`src/rtl/rns_cic_pkg.sv`:
```
package rns_cic_pkg;

  localparam int NUM_CH  = 4;
  localparam int RES_W   = 5;
  localparam int NSTAGES = 3;

  typedef logic [RES_W-1:0] res_t;

  typedef struct packed {
    logic loadIn;
    logic integEn;
    logic combEn;
    logic crtEn;
  } stb_t;

  function automatic int unsigned modOf(input int idx);
    case (idx)
      0:       return 31;
      1:       return 32;
      2:       return 29;
      default: return 27;
    endcase
  endfunction

  function automatic longint unsigned rangeProduct();
    longint unsigned p = 1;
    for (int k = 0; k < NUM_CH; k++) p = p * modOf(k);
    return p;
  endfunction

  localparam longint unsigned DYN_RANGE = rangeProduct();

  function automatic longint unsigned modInv(input longint unsigned a, input longint unsigned m);
    for (longint unsigned k = 1; k < m; k++)
      if (((a * k) % m) == 1) return k;
    return 0;
  endfunction

  function automatic longint unsigned crtWeight(input int idx);
    longint unsigned mi  = modOf(idx);
    longint unsigned big = DYN_RANGE / mi;
    longint unsigned inv = modInv(big % mi, mi);
    return (big * inv) % DYN_RANGE;
  endfunction

  function automatic res_t modAdd(input res_t a, input res_t b, input int unsigned m);
    logic [RES_W:0] s;
    s = {1'b0, a} + {1'b0, b};
    if (s >= (RES_W+1)'(m)) s = s - (RES_W+1)'(m);
    return s[RES_W-1:0];
  endfunction

  function automatic res_t modSub(input res_t a, input res_t b, input int unsigned m);
    logic [RES_W:0] s;
    if (a >= b) s = {1'b0, a} - {1'b0, b};
    else        s = {1'b0, a} + (RES_W+1)'(m) - {1'b0, b};
    return s[RES_W-1:0];
  endfunction

endpackage

```
`src/rtl/rns_cic_ctrl.sv`:
```
module rns_cic_ctrl
  import rns_cic_pkg::*;
#(
  parameter int DECIM = 8
) (
  input  logic clk,
  input  logic rst,
  input  logic inValid,
  output stb_t stb,
  output logic outValid
);

  localparam int PH_W = (DECIM > 1) ? $clog2(DECIM) : 1;
  localparam logic [PH_W-1:0] LAST_PH = PH_W'(DECIM - 1);

  logic aValid;
  logic bValid;
  logic [PH_W-1:0] phase;

  always_comb begin
    stb.loadIn  = inValid;
    stb.integEn = aValid;
    stb.combEn  = aValid && (phase == LAST_PH);
    stb.crtEn   = bValid;
  end

  always_ff @(posedge clk) begin
    if (rst) begin
      aValid   <= 1'b0;
      bValid   <= 1'b0;
      outValid <= 1'b0;
      phase    <= '0;
    end else begin
      aValid   <= inValid;
      bValid   <= stb.combEn;
      outValid <= bValid;
      if (aValid) phase <= (phase == LAST_PH) ? '0 : phase + 1'b1;
    end
  end

  assert_phase_bound_R3: assert property (@(posedge clk) disable iff (rst)
    phase <= LAST_PH);

  assert_comb_needs_sample_R3: assert property (@(posedge clk) disable iff (rst)
    stb.combEn |-> stb.integEn);

  assert_out_after_comb_R6: assert property (@(posedge clk) disable iff (rst)
    outValid |-> $past(stb.combEn, 2));

  generate
    if (DECIM > 1) begin : g_spacing
      assert_single_pulse_R6: assert property (@(posedge clk) disable iff (rst)
        outValid |=> !outValid);
    end
  endgenerate

endmodule

```
`src/rtl/rns_cic_channel.sv`:
```
module rns_cic_channel
  import rns_cic_pkg::*;
#(
  parameter int unsigned MOD = 31
) (
  input  logic clk,
  input  logic rst,
  input  logic integEn,
  input  logic combEn,
  input  res_t resIn,
  output res_t resOut
);

  res_t integ    [NSTAGES];
  res_t integNxt [NSTAGES];
  res_t combDly  [NSTAGES];
  res_t combNxt  [NSTAGES];

  generate
    for (genvar s = 0; s < NSTAGES; s++) begin : g_stage
      if (s == 0) begin : g_first
        assign integNxt[s] = modAdd(integ[s], resIn, MOD);
        assign combNxt[s]  = modSub(integNxt[NSTAGES-1], combDly[s], MOD);
      end else begin : g_rest
        assign integNxt[s] = modAdd(integ[s], integNxt[s-1], MOD);
        assign combNxt[s]  = modSub(combNxt[s-1], combDly[s], MOD);
      end

      always_ff @(posedge clk) begin
        if (rst) begin
          integ[s]   <= '0;
          combDly[s] <= '0;
        end else begin
          if (integEn) integ[s] <= integNxt[s];
          if (combEn)  combDly[s] <= (s == 0) ? integNxt[NSTAGES-1] : combNxt[s-1];
        end
      end

      assert_int_range_R4: assert property (@(posedge clk) disable iff (rst)
        integ[s] < res_t'(MOD) || MOD == (1 << RES_W));

      assert_dly_range_R4: assert property (@(posedge clk) disable iff (rst)
        combDly[s] < res_t'(MOD) || MOD == (1 << RES_W));
    end
  endgenerate

  always_ff @(posedge clk) begin
    if (rst)         resOut <= '0;
    else if (combEn) resOut <= combNxt[NSTAGES-1];
  end

  assert_int_hold_R2: assert property (@(posedge clk) disable iff (rst)
    !integEn |=> $stable(integ[0]));

  assert_comb_hold_R3: assert property (@(posedge clk) disable iff (rst)
    !combEn |=> $stable(resOut));

endmodule

```
`src/rtl/rns_cic_datapath.sv`:
```
module rns_cic_datapath
  import rns_cic_pkg::*;
#(
  parameter int IN_W  = 8,
  parameter int OUT_W = 20
) (
  input  logic                    clk,
  input  logic                    rst,
  input  stb_t                    stb,
  input  logic signed [IN_W-1:0]  inData,
  output logic signed [OUT_W-1:0] outData
);

  localparam longint HALF_RANGE = longint'(DYN_RANGE / 2);

  res_t        rsdA [NUM_CH];
  res_t        rsdC [NUM_CH];
  logic [63:0] term [NUM_CH];

  generate
    for (genvar g = 0; g < NUM_CH; g++) begin : g_ch
      localparam int unsigned  MODG = modOf(g);
      localparam longint unsigned WG = crtWeight(g);

      always_ff @(posedge clk) begin
        if (rst)             rsdA[g] <= '0;
        else if (stb.loadIn) rsdA[g] <= res_t'((longint'(DYN_RANGE) + longint'(inData)) % longint'(MODG));
      end

      rns_cic_channel #(.MOD(MODG)) u_ch (
        .clk     (clk),
        .rst     (rst),
        .integEn (stb.integEn),
        .combEn  (stb.combEn),
        .resIn   (rsdA[g]),
        .resOut  (rsdC[g])
      );

      assign term[g] = 64'(rsdC[g]) * 64'(WG);

      assert_fwd_range_R1: assert property (@(posedge clk) disable iff (rst)
        rsdA[g] < res_t'(MODG) || MODG == (1 << RES_W));
    end
  endgenerate

  logic [63:0]        crtSum;
  logic [63:0]        crtRem;
  logic signed [63:0] crtSigned;

  always_comb begin
    crtSum = '0;
    for (int k = 0; k < NUM_CH; k++) crtSum = crtSum + term[k];
    crtRem = crtSum % 64'(DYN_RANGE);
    if (crtRem >= 64'(HALF_RANGE)) crtSigned = $signed(crtRem) - $signed(64'(DYN_RANGE));
    else                           crtSigned = $signed(crtRem);
  end

  always_ff @(posedge clk) begin
    if (rst)            outData <= '0;
    else if (stb.crtEn) outData <= OUT_W'(crtSigned);
  end

  assert_out_range_R5: assert property (@(posedge clk) disable iff (rst)
    stb.crtEn |=> (longint'(outData) >= -HALF_RANGE) && (longint'(outData) < HALF_RANGE));

endmodule

```
`src/rtl/rns_cic_decimator.sv`:
```
module rns_cic_decimator
  import rns_cic_pkg::*;
#(
  parameter int IN_W  = 8,
  parameter int OUT_W = 20,
  parameter int DECIM = 8
) (
  input  logic                    clk,
  input  logic                    rst,
  input  logic                    inValid,
  input  logic signed [IN_W-1:0]  inData,
  output logic                    outValid,
  output logic signed [OUT_W-1:0] outData
);

  stb_t stb;

  rns_cic_ctrl #(.DECIM(DECIM)) u_ctrl (
    .clk      (clk),
    .rst      (rst),
    .inValid  (inValid),
    .stb      (stb),
    .outValid (outValid)
  );

  rns_cic_datapath #(.IN_W(IN_W), .OUT_W(OUT_W)) u_dp (
    .clk     (clk),
    .rst     (rst),
    .stb     (stb),
    .inData  (inData),
    .outData (outData)
  );

endmodule

```
`config.mk`:
```
export PLATFORM = sky130hd
export DESIGN_NAME = rns_cic_decimator
export DESIGN_NICKNAME = d
export VERILOG_FILES = /design/src/rtl/rns_cic_pkg.sv /design/src/rtl/rns_cic_ctrl.sv /design/src/rtl/rns_cic_channel.sv /design/src/rtl/rns_cic_datapath.sv /design/src/rtl/rns_cic_decimator.sv
export SDC_FILE = /design/constraint.sdc
export NUM_CORES = 1
export LEC_CHECK = 0
export BUFFER_PORTS_ARGS = -buffer_cell sky130_fd_sc_hd__buf_4
export CORE_MARGIN = 10
export CORE_UTILIZATION = 60
export CTS_CLUSTER_DIAMETER = 50
export DETAILED_ROUTE_END_ITERATION = 10
export GPL_ROUTABILITY_DRIVEN = 0
export GPL_TIMING_DRIVEN = 0
export PLACE_DENSITY_LB_ADDON = 0.15
export SETUP_SLACK_MARGIN = 0.02
export SLEW_MARGIN = 10
export SYNTH_ARGS = -nofsm -noshare
export SYNTH_HDL_FRONTEND = slang
export SYNTH_SLANG_ARGS = --single-unit
```
`constraint.sdc`:
```
create_clock -name clk -period 23.2 [get_ports clk]
set_input_delay 3.48 -clock clk [delete_from_list [all_inputs] [get_ports clk]]
set_output_delay 3.48 -clock clk [all_outputs]
set_load 0.01 [all_outputs]
```
==> results of run 1 <==
==> sequential cells by signal (all words and copies together), names as in the netlist <==
signal                  count
u_ctrl.aValid               1
u_dp.rsdA                  20
u_dp.outData               20
u_dp.g_ch.u_ch.integ       60
u_ctrl.outValid             1
u_dp.g_ch.u_ch.resOut      20
u_dp.g_ch.u_ch.combDly     60
u_ctrl.bValid               1
u_ctrl.phase                3
==> cell families (layout without fill, tap and decap cells) <==
kind of cell    count (synthesis)  in the layout  synth area share, %
mux                            65             65                 2.42
compound gates                871            871                 22.1
other cells                     2              4               0.0270
simple gates                  890            890                 15.7
buf+inv                       492            556                 6.98
flops                         186            186                 18.4
fa+ha+maj                     460            460                 23.4
xor+xnor                      339            339                 11.0
==> worst max path at each step <==
| stage | slack, ns | startpoint | end |
|---|---|---|---|
| after floorplan | 6.27 | u_dp.g_ch[0].u_ch.resOut[2] | u_dp.outData[17] |
| after global placement | 3.98 | u_dp.g_ch[0].u_ch.resOut[2] | u_dp.outData[17] |
| after detailed placement | 3.61 | u_dp.g_ch[0].u_ch.resOut[2] | u_dp.outData[17] |
| after CTS | 3.50 | u_dp.g_ch[0].u_ch.resOut[2] | u_dp.outData[17] |
| after global routing | 2.09 | u_dp.g_ch[0].u_ch.resOut[2] | u_dp.outData[17] |
| final | 3.31 | u_dp.g_ch[0].u_ch.resOut[2] | u_dp.outData[17] |
==> worst reg2reg max path: cells and delay by family, from the launching register on <==
| kind | cells | cell delay, ns |
|---|---|---|
| multiplexers | 2 | 0.72 |
| flip-flops | 1 | 0.38 |
| buffers and inverters | 7 | 0.91 |
| adder cells (fa/ha/maj) | 13 | 5.10 |
| XOR/XNOR | 4 | 1.38 |
| AND/OR/NAND/NOR | 12 | 1.80 |
| AO/OA/AOI/OAI | 34 | 9.52 |
==> Yosys cell counts, types with 67 or more instances <==
master      n  area, µm²
inv_1     388       1460
ha_1      343       4290
nor2_1    292       1100
xnor2_1   233       2040
a21oi_1   217       1090
nand2_1   185        694
o21ai_0   157        786
edfxtp_1  140       4200
fa_1      105       2100
xor2_1     95        832
a21o_1     82        616
nand3_1    72        360
and2_1     71        444
nor3_1     67        335
==> layer usage <==
layer,GRT usage (%),vias to the layer above,wire [µm]
li1,-,11800,-
met1,28.0,11300,29000
met2,42.2,600,33300
met3,2.06,121,2400
met4,7.77,0,1880
met5,0,-,0
==> through the flow <==
stage	area [µm²]	util [%]	hold slack, ns	std cells	setup WS [ns]
finish	29500	64.7	0.494	3971	3.31
CTS	29500	64.7	0.493	3970	3.50
global route	29500	64.7	0.512	3971	2.09
floorplan	27900	-	0.463	3307	6.27
global placement	28800	63.1	0.474	3935	3.98
detailed placement	28900	63.3	0.484	3938	3.61
==> layout make-up <==
cell class | instances | area, µm²
timing repair buffer | 32 | 285
clock inverter | 9 | 119
fill | 3876 | 16100
buffer | 99 | 472
sequential | 186 | 5120
multi-input combinational | 2629 | 20800
tap | 600 | 751
clock buffer | 23 | 522
inverter | 393 | 1480
==> results.sh, run 1 <==
export IMPL_status="complete, no violations"
export IMPL_critPathRequiredTime_ns=23.57
export IMPL_timing_final_crit_period_ns=19.89
export IMPL_cts_setup_buffers=0
export IMPL_cts_made_buffers=17
export IMPL_die_h_um=235
export IMPL_core_area_um2=45700
export IMPL_num_antenna_cells=0
export IMPL_min_to="u_dp.outData[15]"
export IMPL_cts_max_level=4
export IMPL_drc_errors=0
export IMPL_vias=23800
export IMPL_min_from="u_dp.outData[15]"
export IMPL_report_final_slew_viol_count=0
export IMPL_synthesis_area_um2=27900
export IMPL_antenna_found_initial=0
export IMPL_maxSlewHeadroom_pct=18.7
export IMPL_cts_resized=0
export IMPL_dp_hpwl_um=53900
export IMPL_finalCritPeriodShare_pct=85.7
export IMPL_cp_arrival_ns=20.25
export IMPL_clock_path_buffers=2
export IMPL_cp_max_fo=9
export IMPL_io_buffers=28
export IMPL_num_rows=78
export IMPL_critPathBufInv=7
export IMPL_grt_usage_pct=23.2
export IMPL_ctsHoldBuffers=0
export IMPL_crit_cells=72
export IMPL_synth_edf_count=140
export IMPL_rr_worst_depth=72
export IMPL_drt_iter0_markers=1524
export IMPL_drive_above_1_share_pct=6.85
export IMPL_worstHoldPathCells=2
export IMPL_r2r_slack_ns=3.31
export IMPL_cts_root_buf="clkbuf_16"
export IMPL_clk_pin_slew_ns=0.07
export IMPL_grt_pass1_vias=23600
export IMPL_wl_um=66600
export IMPL_cts_tree="yes"
export IMPL_worstReg2RegStart="u_dp.g_ch[0].u_ch.resOut[2]"
export IMPL_synth_area_per_cell_um2=8.43
export IMPL_grt_pass1_wl_um=112000
export IMPL_synth_ff_type="edfxtp_1"
export IMPL_start_util_pct=61.0
export IMPL_rsz0062_at_grt="false"
export IMPL_ant_nets=0
export IMPL_maxCapViolCount=0
export IMPL_worst_clock_skew_ns=0.00929
export IMPL_syn_inst=3305
export IMPL_viasPerCell=6.00
export IMPL_timing_rr_end="u_dp.outData[17]"
export IMPL_hp_class="reg2reg"
export IMPL_cp_top_family="compound AO/OA/AOI/OAI gates"
export IMPL_fmax_mhz=50.3
export IMPL_final_cell_mix="inv_1 (388), ha_1 (343), nor2_1 (292)"
export IMPL_grt_max_degree=53
export IMPL_tightest_slew_ns=1.22
export IMPL_setup_viol=0
export IMPL_ys_types=139
export IMPL_cts_sinks=186
export IMPL_cpMostUsedCell="a21oi_1"
export IMPL_die_area_um2=55500
export IMPL_ys_async_sr_fraction_pct=0
export IMPL_synth_seq_area_share_pct=18.4
export IMPL_start_kind="register"
export IMPL_cpPeakStageDelay_ns=0.78
export IMPL_ios=32
export IMPL_endpoint_kind="register"
export IMPL_slowest_stage="a211oi_1"
export IMPL_fin_setup_tns_ns=0
export IMPL_ys_ff_latch=186
export IMPL_firstDrtPassIters=6
export IMPL_grt_ovfl_total=0
export IMPL_wire_per_inst_um=16.8
export IMPL_syn_to_final_growth_pct=6.06
export IMPL_clock_latency_ns=0.46
export IMPL_critical_path_class="reg2reg"
export IMPL_die_w_um=235
export IMPL_synth_warnings=0
export IMPL_finalHoldViolCount=0
export IMPL_final_common_cell="inv_1"
export IMPL_fin_nets=3817
Power of run 1 is not shown: default switching activity piles up to over one toggle a cycle in this logic, so the estimate is an artifact.
==> run 2, diff against run 1 <==
--- a/config.mk
+++ b/config.mk
@@ -7,7 +7,7 @@
 export LEC_CHECK = 0
 export BUFFER_PORTS_ARGS = -buffer_cell sky130_fd_sc_hd__buf_4
 export CORE_MARGIN = 10
-export CORE_UTILIZATION = 60
+export CORE_UTILIZATION = 50
 export CTS_CLUSTER_DIAMETER = 50
 export DETAILED_ROUTE_END_ITERATION = 10
 export GPL_ROUTABILITY_DRIVEN = 0
==> results.sh, run 2 (same netlist as run 1, synthesis figures left out) <==
export IMPL_fin_setup_tns_ns=0
export IMPL_ctsHoldBuffers=0
export IMPL_io_buffers=28
export IMPL_grt_pass1_wl_um=113000
export IMPL_tightest_slew_ns=1.06
export IMPL_cts_made_buffers=17
export IMPL_cts_tree="yes"
export IMPL_cpPeakStageDelay_ns=0.88
export IMPL_num_antenna_cells=0
export IMPL_rr_worst_depth=74
export IMPL_drc_errors=0
export IMPL_timing_rr_end="u_dp.outData[17]"
export IMPL_firstDrtPassIters=6
export IMPL_fin_nets=3817
export IMPL_r2r_slack_ns=3.17
export IMPL_syn_to_final_growth_pct=6.53
export IMPL_cts_root_buf="clkbuf_16"
export IMPL_report_final_slew_viol_count=0
export IMPL_drive_above_1_share_pct=6.91
export IMPL_wire_per_inst_um=16.2
export IMPL_viasPerCell=5.73
export IMPL_ios=32
export IMPL_clock_latency_ns=0.46
export IMPL_finalHoldViolCount=0
export IMPL_cts_sinks=186
export IMPL_start_kind="register"
export IMPL_status="complete, no violations"
export IMPL_die_w_um=256
export IMPL_n_fill_cell=5239
export IMPL_grt_ovfl_total=0
export IMPL_grt_usage_pct=20.0
export IMPL_cts_max_level=4
export IMPL_start_util_pct=50.6
export IMPL_cpMostUsedCell="a21oi_1"
export IMPL_core_area_um2=55100
export IMPL_antenna_found_initial=0
export IMPL_clock_path_buffers=2
export IMPL_worstReg2RegStart="u_dp.g_ch[0].u_ch.resOut[2]"
export IMPL_die_h_um=256
export IMPL_postLayoutCellArea_um2=29700
export IMPL_critical_path_class="reg2reg"
export IMPL_rsz0062_at_grt="false"
export IMPL_fmax_mhz=49.9
export IMPL_setup_viol=0
export IMPL_die_area_um2=65600
export IMPL_drt_iter0_markers=1443
export IMPL_cts_resized=0
export IMPL_startpoint="u_dp.g_ch[0].u_ch.resOut[2]"
export IMPL_slowest_stage="a211oi_1"
export IMPL_vias=23600
export IMPL_timing_final_crit_period_ns=20.03
export IMPL_ant_nets=0
export IMPL_grt_max_degree=56
export IMPL_maxSlewHeadroom_pct=28.8
export IMPL_placed_area_um2=29100
export IMPL_final_common_cell="inv_1"
export IMPL_final_cell_mix="inv_1 (388), ha_1 (343), nor2_1 (292)"
export IMPL_largestRegisters="u_dp.g_ch.u_ch.combDly: 60 flops, u_dp.g_ch.u_ch.integ: 60 flops"
export IMPL_worst_clock_skew_ns=0.0138
export IMPL_wl_um=66900
export IMPL_hp_class="reg2reg"
export IMPL_endpoint_kind="register"
export IMPL_maxCapViolCount=0
export IMPL_dp_hpwl_um=54800
export IMPL_cts_setup_buffers=0
export IMPL_grt_pass1_vias=23600
export IMPL_cp_max_fo=9
export IMPL_cp_endpoint="u_dp.outData[17]"
export IMPL_cp_arrival_ns=20.40
export IMPL_clk_pin_slew_ns=0.08
export IMPL_finalCritPeriodShare_pct=86.3
export IMPL_critPathRequiredTime_ns=23.56
export IMPL_num_rows=86
==> run 2: changes by cell type in the layout (fill, tap and decap cells not counted), sizes merged <==
cell	previous run	this run
bufinv	2	0
clkbuf	83	79
clkinv	6	5
inv	394	401
==> run 2: metal layers <==
metal,GRT usage (%),wire length [µm]
met1,24.9,30200
met2,36.3,33200
met3,1.97,2050
met4,5.29,1430
met5,0,0
==> run 2: layout make-up <==
cell class                 instances  area, µm²  area share (%)
clock buffer                      19        464            1.56
buffer                            99        472            1.59
clock inverter                    13        115           0.388
timing repair buffer              32        293           0.986
inverter                         393       1480            4.97
tap                              748        936            3.15
multi-input combinational       2629      20800            70.1
sequential                       186       5120            17.3
==> run 2: worst max-delay path: cells and delay by family (launching register included) <==
kind            cells  cell delay, ns
compound gates     38           10.65
fa+ha+maj          12            4.74
simple gates       11            1.89
buf+inv             8            0.87
mux                 2            0.72
xor+xnor            3            0.66
flops               1            0.39
==> run 2: metrics by stage <==
| stage | util, % | cells | hold WS, ns | setup slack, ns |
|---|---|---|---|---|
| 2_1_floorplan | - | 3307 | 0.463 | 6.27 |
| 3_3_place_gp | 52.7 | 4083 | 0.474 | 3.68 |
| 3_5_place_dp | 52.8 | 4087 | 0.481 | 3.56 |
| 4_1_cts | 53.9 | 4119 | 0.492 | 3.46 |
| 5_1_grt | 53.9 | 4119 | 0.504 | 1.84 |
| 6_report | 53.9 | 4119 | 0.490 | 3.17 |
==> run 2: worst min-delay path by stage <==
stage / startpoint / slack, ns / end / depth (start not counted)
6_report: u_dp.outData[16] / 0.49 / u_dp.outData[16] / 2
4_1_cts: u_dp.outData[5] / 0.49 / u_dp.outData[5] / 2
2_1_floorplan: u_ctrl.phase[1] / 0.46 / u_ctrl.phase[1] / 2
3_5_place_dp: u_dp.outData[5] / 0.48 / u_dp.outData[5] / 2
5_1_grt: u_dp.outData[16] / 0.50 / u_dp.outData[16] / 2
3_3_place_gp: u_ctrl.phase[1] / 0.47 / u_ctrl.phase[1] / 2
Power of run 2 is left out for the same reason.
